## src/rtl/ctlchar_pkg.sv

```systemverilog
// Shared definitions for the control character matcher.
// Assumes 16-bit table words with the flags in the two top bits.
package ctlchar_pkg;
    localparam int ENTRY_W = 16;
    localparam int END_BIT = 15;
    localparam int REJ_BIT = 14;

    // Decision taken for one received character
    typedef enum logic [1:0] {
        ACT_DATA   = 2'd0,
        ACT_CLOSE  = 2'd1,
        ACT_REJECT = 2'd2
    } act_e;
endpackage

```

## src/rtl/ctlchar_table.sv

```systemverilog
// Holds the control character table, the compare mask and the interrupt
// enable, and works out which entries are live (before the first end flag).
// Assumes word addresses: entries 0..N_ENT-1, mask N_ENT, control N_ENT+1.
module ctlchar_table
    import ctlchar_pkg::*;
#(
    parameter int CHAR_W = 8,
    parameter int N_ENT  = 8,
    parameter int ADDR_W = 4
) (
    input  logic                           clk,
    input  logic                           rst_n,
    input  logic                           cfg_we,
    input  logic [ADDR_W-1:0]              cfg_addr,
    input  logic [ENTRY_W-1:0]             cfg_wdata,
    output logic [N_ENT-1:0][CHAR_W-1:0]   ent_char,
    output logic [N_ENT-1:0]               ent_rej,
    output logic [N_ENT-1:0]               ent_live,
    output logic [CHAR_W-1:0]              cmp_mask,
    output logic                           irq_en
);
    localparam int MASK_ADDR = N_ENT;
    localparam int CTRL_ADDR = N_ENT + 1;

    logic [N_ENT-1:0] end_q;
    logic             unused_cfg_bits;

    assign unused_cfg_bits = ^cfg_wdata[ENTRY_W-3:CHAR_W];

    genvar gi;
    generate
        for (gi = 0; gi < N_ENT; gi++) begin : g_ent
            // Store one table word: end flag, reject flag, character value
            always_ff @(posedge clk) begin
                if (!rst_n) begin
                    end_q[gi]    <= 1'b1;
                    ent_rej[gi]  <= 1'b0;
                    ent_char[gi] <= '0;
                end else if (cfg_we && cfg_addr == ADDR_W'(gi)) begin
                    end_q[gi]    <= cfg_wdata[END_BIT];
                    ent_rej[gi]  <= cfg_wdata[REJ_BIT];
                    ent_char[gi] <= cfg_wdata[CHAR_W-1:0];
                end
            end

            // An entry is live only if it and all lower entries lack the end flag
            if (gi == 0) begin : g_first
                assign ent_live[gi] = ~end_q[gi];
            end else begin : g_rest
                assign ent_live[gi] = ent_live[gi-1] & ~end_q[gi];
            end
        end
    endgenerate

    // Store the compare mask (only the character-width low bits are kept)
    always_ff @(posedge clk) begin
        if (!rst_n) begin
            cmp_mask <= '1;
        end else if (cfg_we && cfg_addr == ADDR_W'(MASK_ADDR)) begin
            cmp_mask <= cfg_wdata[CHAR_W-1:0];
        end
    end

    // Store the interrupt enable bit
    always_ff @(posedge clk) begin
        if (!rst_n) begin
            irq_en <= 1'b0;
        end else if (cfg_we && cfg_addr == ADDR_W'(CTRL_ADDR)) begin
            irq_en <= cfg_wdata[0];
        end
    end
endmodule

```

## src/rtl/ctlchar_compare.sv

```systemverilog
// Compares one character against every live table entry through the shared
// mask and picks the lowest-indexed hit. Purely combinational.
// Assumes short characters are right-aligned with zero upper bits.
module ctlchar_compare #(
    parameter int CHAR_W = 8,
    parameter int N_ENT  = 8
) (
    input  logic [CHAR_W-1:0]              rx_char,
    input  logic [N_ENT-1:0][CHAR_W-1:0]   ent_char,
    input  logic [N_ENT-1:0]               ent_rej,
    input  logic [N_ENT-1:0]               ent_live,
    input  logic [CHAR_W-1:0]              cmp_mask,
    output logic                           hit,
    output logic                           hit_rej
);
    logic [N_ENT-1:0] ent_match;

    genvar gi;
    generate
        for (gi = 0; gi < N_ENT; gi++) begin : g_cmp
            assign ent_match[gi] = ent_live[gi] &
                (((rx_char ^ ent_char[gi]) & cmp_mask) == '0);
        end
    endgenerate

    // Priority pick: scan downward so the lowest matching index wins
    always_comb begin
        hit     = 1'b0;
        hit_rej = 1'b0;
        for (int i = N_ENT - 1; i >= 0; i--) begin
            if (ent_match[i]) begin
                hit     = 1'b1;
                hit_rej = ent_rej[i];
            end
        end
    end
endmodule

```

## src/rtl/ctlchar_action.sv

```systemverilog
// Turns the compare result into registered one-cycle output pulses and
// keeps the held register for rejected characters.
// Assumes rx_valid is a single-cycle strobe per character.
module ctlchar_action
    import ctlchar_pkg::*;
#(
    parameter int CHAR_W = 8
) (
    input  logic              clk,
    input  logic              rst_n,
    input  logic              rx_valid,
    input  logic [CHAR_W-1:0] rx_char,
    input  logic              hit,
    input  logic              hit_rej,
    input  logic              irq_en,
    output logic              buf_we,
    output logic [CHAR_W-1:0] buf_data,
    output logic              buf_close,
    output logic              irq,
    output logic [CHAR_W-1:0] held_char
);
    act_e act;

    // Classify the current character
    always_comb begin
        if (!hit)         act = ACT_DATA;
        else if (hit_rej) act = ACT_REJECT;
        else              act = ACT_CLOSE;
    end

    // Register the pulses for one cycle after the strobe
    always_ff @(posedge clk) begin
        if (!rst_n) begin
            buf_we    <= 1'b0;
            buf_close <= 1'b0;
            irq       <= 1'b0;
        end else begin
            buf_we    <= rx_valid && (act != ACT_REJECT);
            buf_close <= rx_valid && (act == ACT_CLOSE);
            irq       <= rx_valid && (act != ACT_DATA) && irq_en;
        end
    end

    // Capture the character offered to the buffer
    always_ff @(posedge clk) begin
        if (!rst_n)        buf_data <= '0;
        else if (rx_valid) buf_data <= rx_char;
    end

    // Keep the last rejected control character
    always_ff @(posedge clk) begin
        if (!rst_n)                                held_char <= '0;
        else if (rx_valid && act == ACT_REJECT)    held_char <= rx_char;
    end
endmodule

```

## src/rtl/ctlchar_matcher.sv

```systemverilog
// Top of the control character matcher: table storage, compare and
// action stages. Assumes a write-only configuration port.
module ctlchar_matcher
    import ctlchar_pkg::*;
#(
    parameter int CHAR_W = 8,
    parameter int N_ENT  = 8,
    parameter int ADDR_W = $clog2(N_ENT + 2)
) (
    input  logic              clk,
    input  logic              rst_n,
    input  logic              cfg_we,
    input  logic [ADDR_W-1:0] cfg_addr,
    input  logic [15:0]       cfg_wdata,
    input  logic              rx_valid,
    input  logic [CHAR_W-1:0] rx_char,
    output logic              buf_we,
    output logic [CHAR_W-1:0] buf_data,
    output logic              buf_close,
    output logic              irq,
    output logic [CHAR_W-1:0] held_char
);
    logic [N_ENT-1:0][CHAR_W-1:0] ent_char_w;
    logic [N_ENT-1:0]             ent_rej_w;
    logic [N_ENT-1:0]             ent_live_w;
    logic [CHAR_W-1:0]            cmp_mask_w;
    logic                         irq_en_w;
    logic                         hit_w;
    logic                         hit_rej_w;

    ctlchar_table #(.CHAR_W(CHAR_W), .N_ENT(N_ENT), .ADDR_W(ADDR_W)) u_table (
        .clk(clk), .rst_n(rst_n), .cfg_we(cfg_we), .cfg_addr(cfg_addr),
        .cfg_wdata(cfg_wdata), .ent_char(ent_char_w), .ent_rej(ent_rej_w),
        .ent_live(ent_live_w), .cmp_mask(cmp_mask_w), .irq_en(irq_en_w)
    );

    ctlchar_compare #(.CHAR_W(CHAR_W), .N_ENT(N_ENT)) u_cmp (
        .rx_char(rx_char), .ent_char(ent_char_w), .ent_rej(ent_rej_w),
        .ent_live(ent_live_w), .cmp_mask(cmp_mask_w),
        .hit(hit_w), .hit_rej(hit_rej_w)
    );

    ctlchar_action #(.CHAR_W(CHAR_W)) u_act (
        .clk(clk), .rst_n(rst_n), .rx_valid(rx_valid), .rx_char(rx_char),
        .hit(hit_w), .hit_rej(hit_rej_w), .irq_en(irq_en_w),
        .buf_we(buf_we), .buf_data(buf_data), .buf_close(buf_close),
        .irq(irq), .held_char(held_char)
    );
endmodule

```

## config.mk

```make
export PLATFORM = sky130hd
export DESIGN_NAME = ctlchar_matcher
export DESIGN_NICKNAME = d
export VERILOG_FILES = /design/src/rtl/ctlchar_pkg.sv /design/src/rtl/ctlchar_table.sv /design/src/rtl/ctlchar_compare.sv /design/src/rtl/ctlchar_action.sv /design/src/rtl/ctlchar_matcher.sv
export SDC_FILE = /design/constraint.sdc
export NUM_CORES = 1
export LEC_CHECK = 0
export ABC_CLOCK_PERIOD_IN_PS = 2820
export CAP_MARGIN = 25
export CORE_MARGIN = 8
export CORE_UTILIZATION = 35
export CTS_BUF_LIST = sky130_fd_sc_hd__clkbuf_16
export CTS_CLUSTER_SIZE = 25
export DETAILED_ROUTE_END_ITERATION = 8
export GPL_ROUTABILITY_DRIVEN = 0
export HOLD_SLACK_MARGIN = 0.12
export PLACE_DENSITY = 0.63
export SETUP_SLACK_MARGIN = 0.05
export SLEW_MARGIN = 10
export SYNTH_ARGS = -nofsm -noshare
export SYNTH_HDL_FRONTEND = slang
export SYNTH_SLANG_ARGS = --single-unit
```

## constraint.sdc

```tcl
create_clock -name clk -period 2.82 [get_ports clk]
set_clock_uncertainty 0.05 [all_clocks]
set_input_delay 0.564 -clock clk [delete_from_list [all_inputs] [get_ports clk]]
set_output_delay 0.564 -clock clk [all_outputs]
set_load 0.01 [all_outputs]
```

==> impl_metrics.py, run 1 <==
metrics = {
    "synth": {
        "syn_inst": 559,
        "synth-async-reset-ratio_pct": 0,
        "synth_nets": 591,
        "ys_warn_count": 0,
        "synth_common_cells": "108 x dfxtp_1, 85 x nand2_1, 76 x mux2i_1",
        "yosysMostFrequentCell": "dfxtp_1",
        "yosys.area.top_type": "dfxtp_1",
        "synth-edff-count": 0,
        "synth_top_cells_by_area": "dfxtp_1 42%, mux2i_1 15%, xor2_1 11%",
        "synth_seq_area_share_pct": 41.6,
        "synth_top_area_share_pct": 41.6,
        "synthesis.area_um2": 5190,
        "synth_cell_types": 41,
        "synthFlopType": "dfxtp_1",
        "synth_seq_cells": 108,
        "synth.avg_cell_area_um2": 9.29,
    },
    "drt": {
        "drt_wl_total_um": 14500,
        "drc": 0,
        "vias": 4088,
        "wl_per_cell_um": 17.9,
        "vias_per_cell": 5.05,
        "drtPass1Iterations": 5,
        "drt_iter0_drc": 296,
        "final_antenna_net_count": 0,
    },
    "floorplanning": {
        "fp.dieArea_um2": 19000,
        "die_x_um": 138,
        "start_util_pct": 35.7,
        "dieHeight_um": 138,
        "pin_count": 51,
        "rows": 44,
        "core_area_um2": 14500,
    },
    "global_route": {
        "overflow": 0,
        "grt_pass1_wl_um": 23000,
        "grt_pass1_vias": 4153,
        "grtUsageTotal_pct": 15.7,
        "antenna_found_initial": 0,
        "grt_max_degree": 41,
    },
    "placement": {
        "place_inst": 785,
        "portBuffers": 44,
        "place_ws_ps": -702,
        "hpwl_um": 10100,
        "dpl_cell_area_um2": 6090,
    },
    "worst_setup_path": {
        "crit_type": "primary input to flip-flop",
        "required_ps": 3020,
        "cp_max_fo": 8,
        "cp.arrival_ps": 2950,
        "worstSetupStartpointType": "primary input",
        "endpoint_kind": "flip-flop",
    },
    "finish": {
        "layout-drive-gt1-share_pct": 14.4,
        "design_area_um2": 6600,
        "fill_cells": 1404,
        "nets": 654,
        "area_growth_pct": 27.0,
        "diodes": 0,
        "multi_input_area_um2": 2960,
        "area.sequential_um2": 2160,
        "final_cells": 810,
    },
    "timing": {
        "worst_slack_ps": 65.2,
        "fin_crit_ps": 2750,
        "rsz0062_at_grt": "yes",
        "period_share_pct": 97.7,
        "report.final.setup_viol": 0,
        "max_slew_margin_pct": 54.6,
        "hold_viol_final": 0,
        "tightest_slew_ps": 679,
        "fmax_mhz": 363,
        "drv_slew": 0,
        "hold-worst-slack_ps": 416,
    },
    "power": {
        "vdd_ir_drop_max_v": 0.000328,
        "powerDensity_nw_per_um2": 479,
        "power_mw": 3.16,
        "power.leakage_nw": 2.81,
    },
    "clock_network": {
        "htree_num_levels": 3,
        "clock_latency_ps": 350,
        "postCtsHoldBufs": 0,
        "clockBufferDepth": 2,
        "cts_tree": "done",
        "clkSinkCount": 108,
        "clk_pin_slew_ps": 70,
        "cts_buffers": 9,
        "clockRootBuffer": "clkbuf_16",
    },
    "status": {
        "status": "finished, final reports clean",
    },
    "min_path": {
        "hold_class": "flip-flop to flip-flop",
    },
    "job": {
        "max_cap_viol_count": 0,
    },
}
## state kept, by name, indices dropped and copies added, names as in the netlist
register          count
u_act.buf_close       1
u_act.buf_data        8
u_act.buf_we          1
u_act.held_char       8
u_act.irq             1
u_table.cmp_mask      8
u_table.end_q         8
u_table.ent_char     64
u_table.ent_rej       8
u_table.irq_en        1
## path summary, 6_finish.rpt
check / start / to / slack, ps / cells after the start
worst max-delay path: rx_char[6] / u_act.held_char[0]$_SDFFE_PN0P_ / 70 / 11
worst min-delay path: u_act.held_char[2]$_SDFFE_PN0P_ / u_act.held_char[2]$_SDFFE_PN0P_ / 420 / 2
worst max register to register: u_table.end_q[0]$_SDFFE_PN1P_ / u_act.held_char[0]$_SDFFE_PN0P_ / 130 / 9
worst min register to register: u_act.held_char[2]$_SDFFE_PN0P_ / u_act.held_char[2]$_SDFFE_PN0P_ / 420 / 2
## routing by layer
metal	part of all wire (%)	global-route usage, %
met1	44	20.2
met2	48	25.5
met3	6.0	3.25
met4	1.9	5.49
met5	0	0
## layout by cell type, fill, tap and decap left out, types with 2 or more instances in the layout
cell / n
buf_6: 7
dlygate4sd2_1: 5
dfxtp_1: 108
and2_1: 3
inv_1: 5
a222oi_1: 4
o21ai_0: 3
nand4_1: 3
a22oi_2: 2
or3_1: 2
nor3_1: 3
xor2_1: 62
clkinv_1: 2
buf_4: 42
a211oi_2: 2
a21oi_1: 3
nand3b_1: 4
mux2i_1: 76
nand2_1: 85
a22oi_1: 16
a221oi_2: 3
a21boi_0: 19
clkbuf_16: 9
nor2b_1: 62
dlymetal6s2s_1: 2
and3_1: 5
clkdlybuf4s50_1: 36
buf_12: 6
nand3_1: 12
nor2_1: 6
a22o_1: 2
## critical path: stages
cell and delay [ps]:
clkdlybuf4s50_1 410, buf_6 150, xor2_1 140, a22oi_1 190
nand4_1 220, and3_1 260, a211o_1 310, a2111oi_4 360
nor2_4 80, buf_12 150, mux2i_1 110
## final cells by class
cell class | instances | area share (%)
clock buffer | 9 | 3.41
clock inverter | 6 | 0.873
inverter | 4 | 0.228
multi-input combinational | 400 | 44.8
sequential | 108 | 32.8
tap | 184 | 3.49
timing repair buffer | 99 | 14.4
## cells by family (layout without fill, tap and decap cells)
logic type                count (synthesis)  in the layout  synth area share [%]
and+or+nand+nor                         198            198                  19.7
DFF                                     108            108                  41.6
muxes                                    76             76                  14.6
xor gates and xnor gates                 64             64                  10.8
AOI/OAI and AO/OA                        62             62                  9.37
buffers and inverters                    51            118                  3.88
## metrics by stage
stage	utilization (%)	TNS, ps
2_1_floorplan	-	0
3_3_place_gp	41.9	-7410
3_5_place_dp	41.9	-7070
4_1_cts	45.1	0
5_1_grt	45.4	0
6_report	45.4	0
## what timing repair did
item	CTS	global route
endpoints found under the setup margin	10	10
setup buffers	9	11
resized for setup	28	7
pin swaps	17	15
## power breakdown
group	switching (mW)	leakage [nW]	internal, mW
registers	0.0235	0.874	1.55
logic	0.172	1.79	0.169
clock network	0.566	0.138	0.677
Note: power is estimated with default switching activity, not from simulation.
==> run 2, diff against run 1 <==
--- a/config.mk
+++ b/config.mk
@@ -5,7 +5,7 @@
 export SDC_FILE = /design/constraint.sdc
 export NUM_CORES = 1
 export LEC_CHECK = 0
-export ABC_CLOCK_PERIOD_IN_PS = 2820
+export ABC_CLOCK_PERIOD_IN_PS = 3200
 export CAP_MARGIN = 25
 export CORE_MARGIN = 8
 export CORE_UTILIZATION = 35
==> constraint.sdc (replaced) <==
create_clock -name clk -period 3.2 [get_ports clk]
set_clock_uncertainty 0.05 [all_clocks]
set_input_delay 0.64 -clock clk [delete_from_list [all_inputs] [get_ports clk]]
set_output_delay 0.64 -clock clk [all_outputs]
set_load 0.01 [all_outputs]
==> impl_metrics.py, run 2 (synthesis gave the netlist of run 1 again) <==
metrics = {
    "worst_setup_path": {
        "crit_slowest_cell": "or3b_2",
        "path_delay_family": "simple AND/OR/NAND/NOR gates",
        "crit_type": "primary input to flip-flop",
        "required_ps": 3430,
        "endpoint_kind": "flip-flop",
        "cp_max_fo": 8,
        "crit_chain": "clkdlybuf4s50_1, buf_4, xor2_1, a221oi_1, nand4_1, or3b_2, o211ai_2, a2111oi_2, nor2_4, mux2i_1",
        "critPathMaxStageDelay_ps": 500,
        "r2r_start": "u_table.end_q[0]$_SDFFE_PN1P_",
        "worstSetupStartpointType": "primary input",
        "crit_start": "rx_char[6]",
        "cp.arrival_ps": 3250,
        "critPathBufInv": 2,
    },
    "floorplanning": {
        "pin_count": 51,
        "die_x_um": 138,
        "start_util_pct": 35.7,
        "fp.dieArea_um2": 19000,
        "core_area_um2": 14500,
        "rows": 44,
        "dieHeight_um": 138,
    },
    "min_path": {
        "hold_class": "flip-flop to flip-flop",
        "min_from": "u_act.held_char[7]$_SDFFE_PN0P_",
    },
    "finish": {
        "final_cell_mix": "108 x dfxtp_1, 85 x nand2_1, 76 x mux2i_1",
        "area.sequential_um2": 2160,
        "largest_reg_flops": 64,
        "final_cells": 797,
        "diodes": 0,
        "multi_input_area_um2": 2840,
        "fill_cells": 1401,
        "design_area_um2": 6290,
        "final_common_cell": "dfxtp_1",
        "area_growth_pct": 21.1,
        "layout-drive-gt1-share_pct": 10.3,
        "nets": 640,
        "regMostFlops": "u_table.ent_char",
    },
    "global_route": {
        "grt_max_degree": 79,
        "grtUsageTotal_pct": 15.6,
        "overflow": 0,
        "grt_pass1_vias": 4046,
        "grt_pass1_wl_um": 22600,
        "antenna_found_initial": 0,
    },
    "timing": {
        "hold_viol_final": 0,
        "period_share_pct": 94.5,
        "report.final.setup_viol": 0,
        "fin_crit_ps": 3020,
        "max_slew_margin_pct": 59.4,
        "drv_slew": 0,
        "fmax_mhz": 331,
        "rsz0062_at_grt": "no",
        "tightest_slew_ps": 609,
    },
    "drt": {
        "final_antenna_net_count": 0,
        "drc": 0,
        "drt_iter0_drc": 308,
        "wl_per_cell_um": 18.1,
        "drt_wl_total_um": 14500,
        "drtPass1Iterations": 5,
        "vias_per_cell": 5.10,
        "vias": 4065,
    },
    "job": {
        "max_cap_viol_count": 0,
    },
    "placement": {
        "hpwl_um": 10000,
        "dpl_cell_area_um2": 6020,
        "place_inst": 781,
        "portBuffers": 44,
    },
    "power": {
        "power.leakage_nw": 2.66,
        "vdd_ir_drop_max_v": 0.000259,
        "powerDensity_nw_per_um2": 426,
    },
    "status": {
        "status": "finished, final reports clean",
    },
    "clock_network": {
        "cts_buffers": 9,
        "clkSinkCount": 108,
        "htree_num_levels": 3,
        "cts_tree": "done",
        "postCtsHoldBufs": 0,
        "clock_latency_ps": 350,
        "clockBufferDepth": 2,
        "clockRootBuffer": "clkbuf_16",
        "clk_pin_slew_ps": 70,
    },
}
-- run 2: cell count changes in the layout (fill, tap and decap cells not counted), moves of 4 or more --
cell             previous run  this run
dlygate4sd2_1               5         0
buf_6                       7         0
buf_4                      42        38
clkdlybuf4s50_1            36        43
-- run 2: final timing paths --
path	endpoint	slack (ps)	cells after the start
worst max-delay path	u_act.held_char[4]$_SDFFE_PN0P_	180	10
worst min-delay path	u_act.held_char[7]$_SDFFE_PN0P_	410	2
worst max register to register	u_act.held_char[4]$_SDFFE_PN0P_	300	8
worst min register to register	u_act.held_char[7]$_SDFFE_PN0P_	410	2
-- run 2: per-stage QoR --
| stage | total power, mW | worst slack (ps) | hold WS, ps | utilization (%) | setup TNS, ps |
|---|---|---|---|---|---|
| 2_1_floorplan | 1.57 | 476 | 373 | - | 0 |
| 4_1_cts | 2.70 | 128 | 416 | 43.3 | 0 |
| 6_report | 2.68 | 175 | 412 | 43.3 | 0 |
| 3_5_place_dp | 1.70 | -255 | 403 | 41.5 | -2090 |
| 3_3_place_gp | 1.69 | -192 | 395 | 41.5 | -1620 |
| 5_1_grt | 2.79 | 58.3 | 437 | 43.3 | 0 |
-- run 2: report_power, final --
group	internal (mW)	total [mW]	switching [mW]
sequential	1.37	1.39	0.0201
clock	0.518	1.01	0.494
combinational	0.136	0.282	0.146
-- run 2: layout make-up --
cell class                      count  share of cell area [%]
Timing Repair Buffer               85                    12.4
Inverter                            4                   0.239
Multi-Input combinational cell    400                    45.2
Clock inverter                      7                   0.577
Sequential cell                   108                    34.4
Tap cell                          184                    3.66
Clock buffer                        9                    3.58
-- run 2: repair_timing --
item | CTS | global route
setup buffers | 0 | 0
gates resized for setup | 0 | 1
endpoints found under the hold margin | 0 | 0
endpoints found under the setup margin | 0 | 8
-- run 2: metal layers --
layer	vias up	routed length (um)	global-route usage (%)
met5	-	0	0
met4	0	297	4.96
met3	23	665	2.77
met2	94	6880	25.1
met1	1964	6610	20.6
li1	1984	-	-
-- run 2: worst register-to-register path: cells and delay by family, from the launching register on --
kind	cells	cell delay [ps]
AOI/OAI and AO/OA	3	570
DFF	1	360
muxes	1	230
and+or+nand+nor	4	1630
==> run 3, diff against run 2 <==
--- a/config.mk
+++ b/config.mk
@@ -16,7 +16,6 @@
 export HOLD_SLACK_MARGIN = 0.12
 export PLACE_DENSITY = 0.63
 export SETUP_SLACK_MARGIN = 0.05
-export SLEW_MARGIN = 10
 export SYNTH_ARGS = -nofsm -noshare
 export SYNTH_HDL_FRONTEND = slang
 export SYNTH_SLANG_ARGS = --single-unit
==> results of run 3 <==
No change in the layout: final DEF, timing and power equal those of run 2.
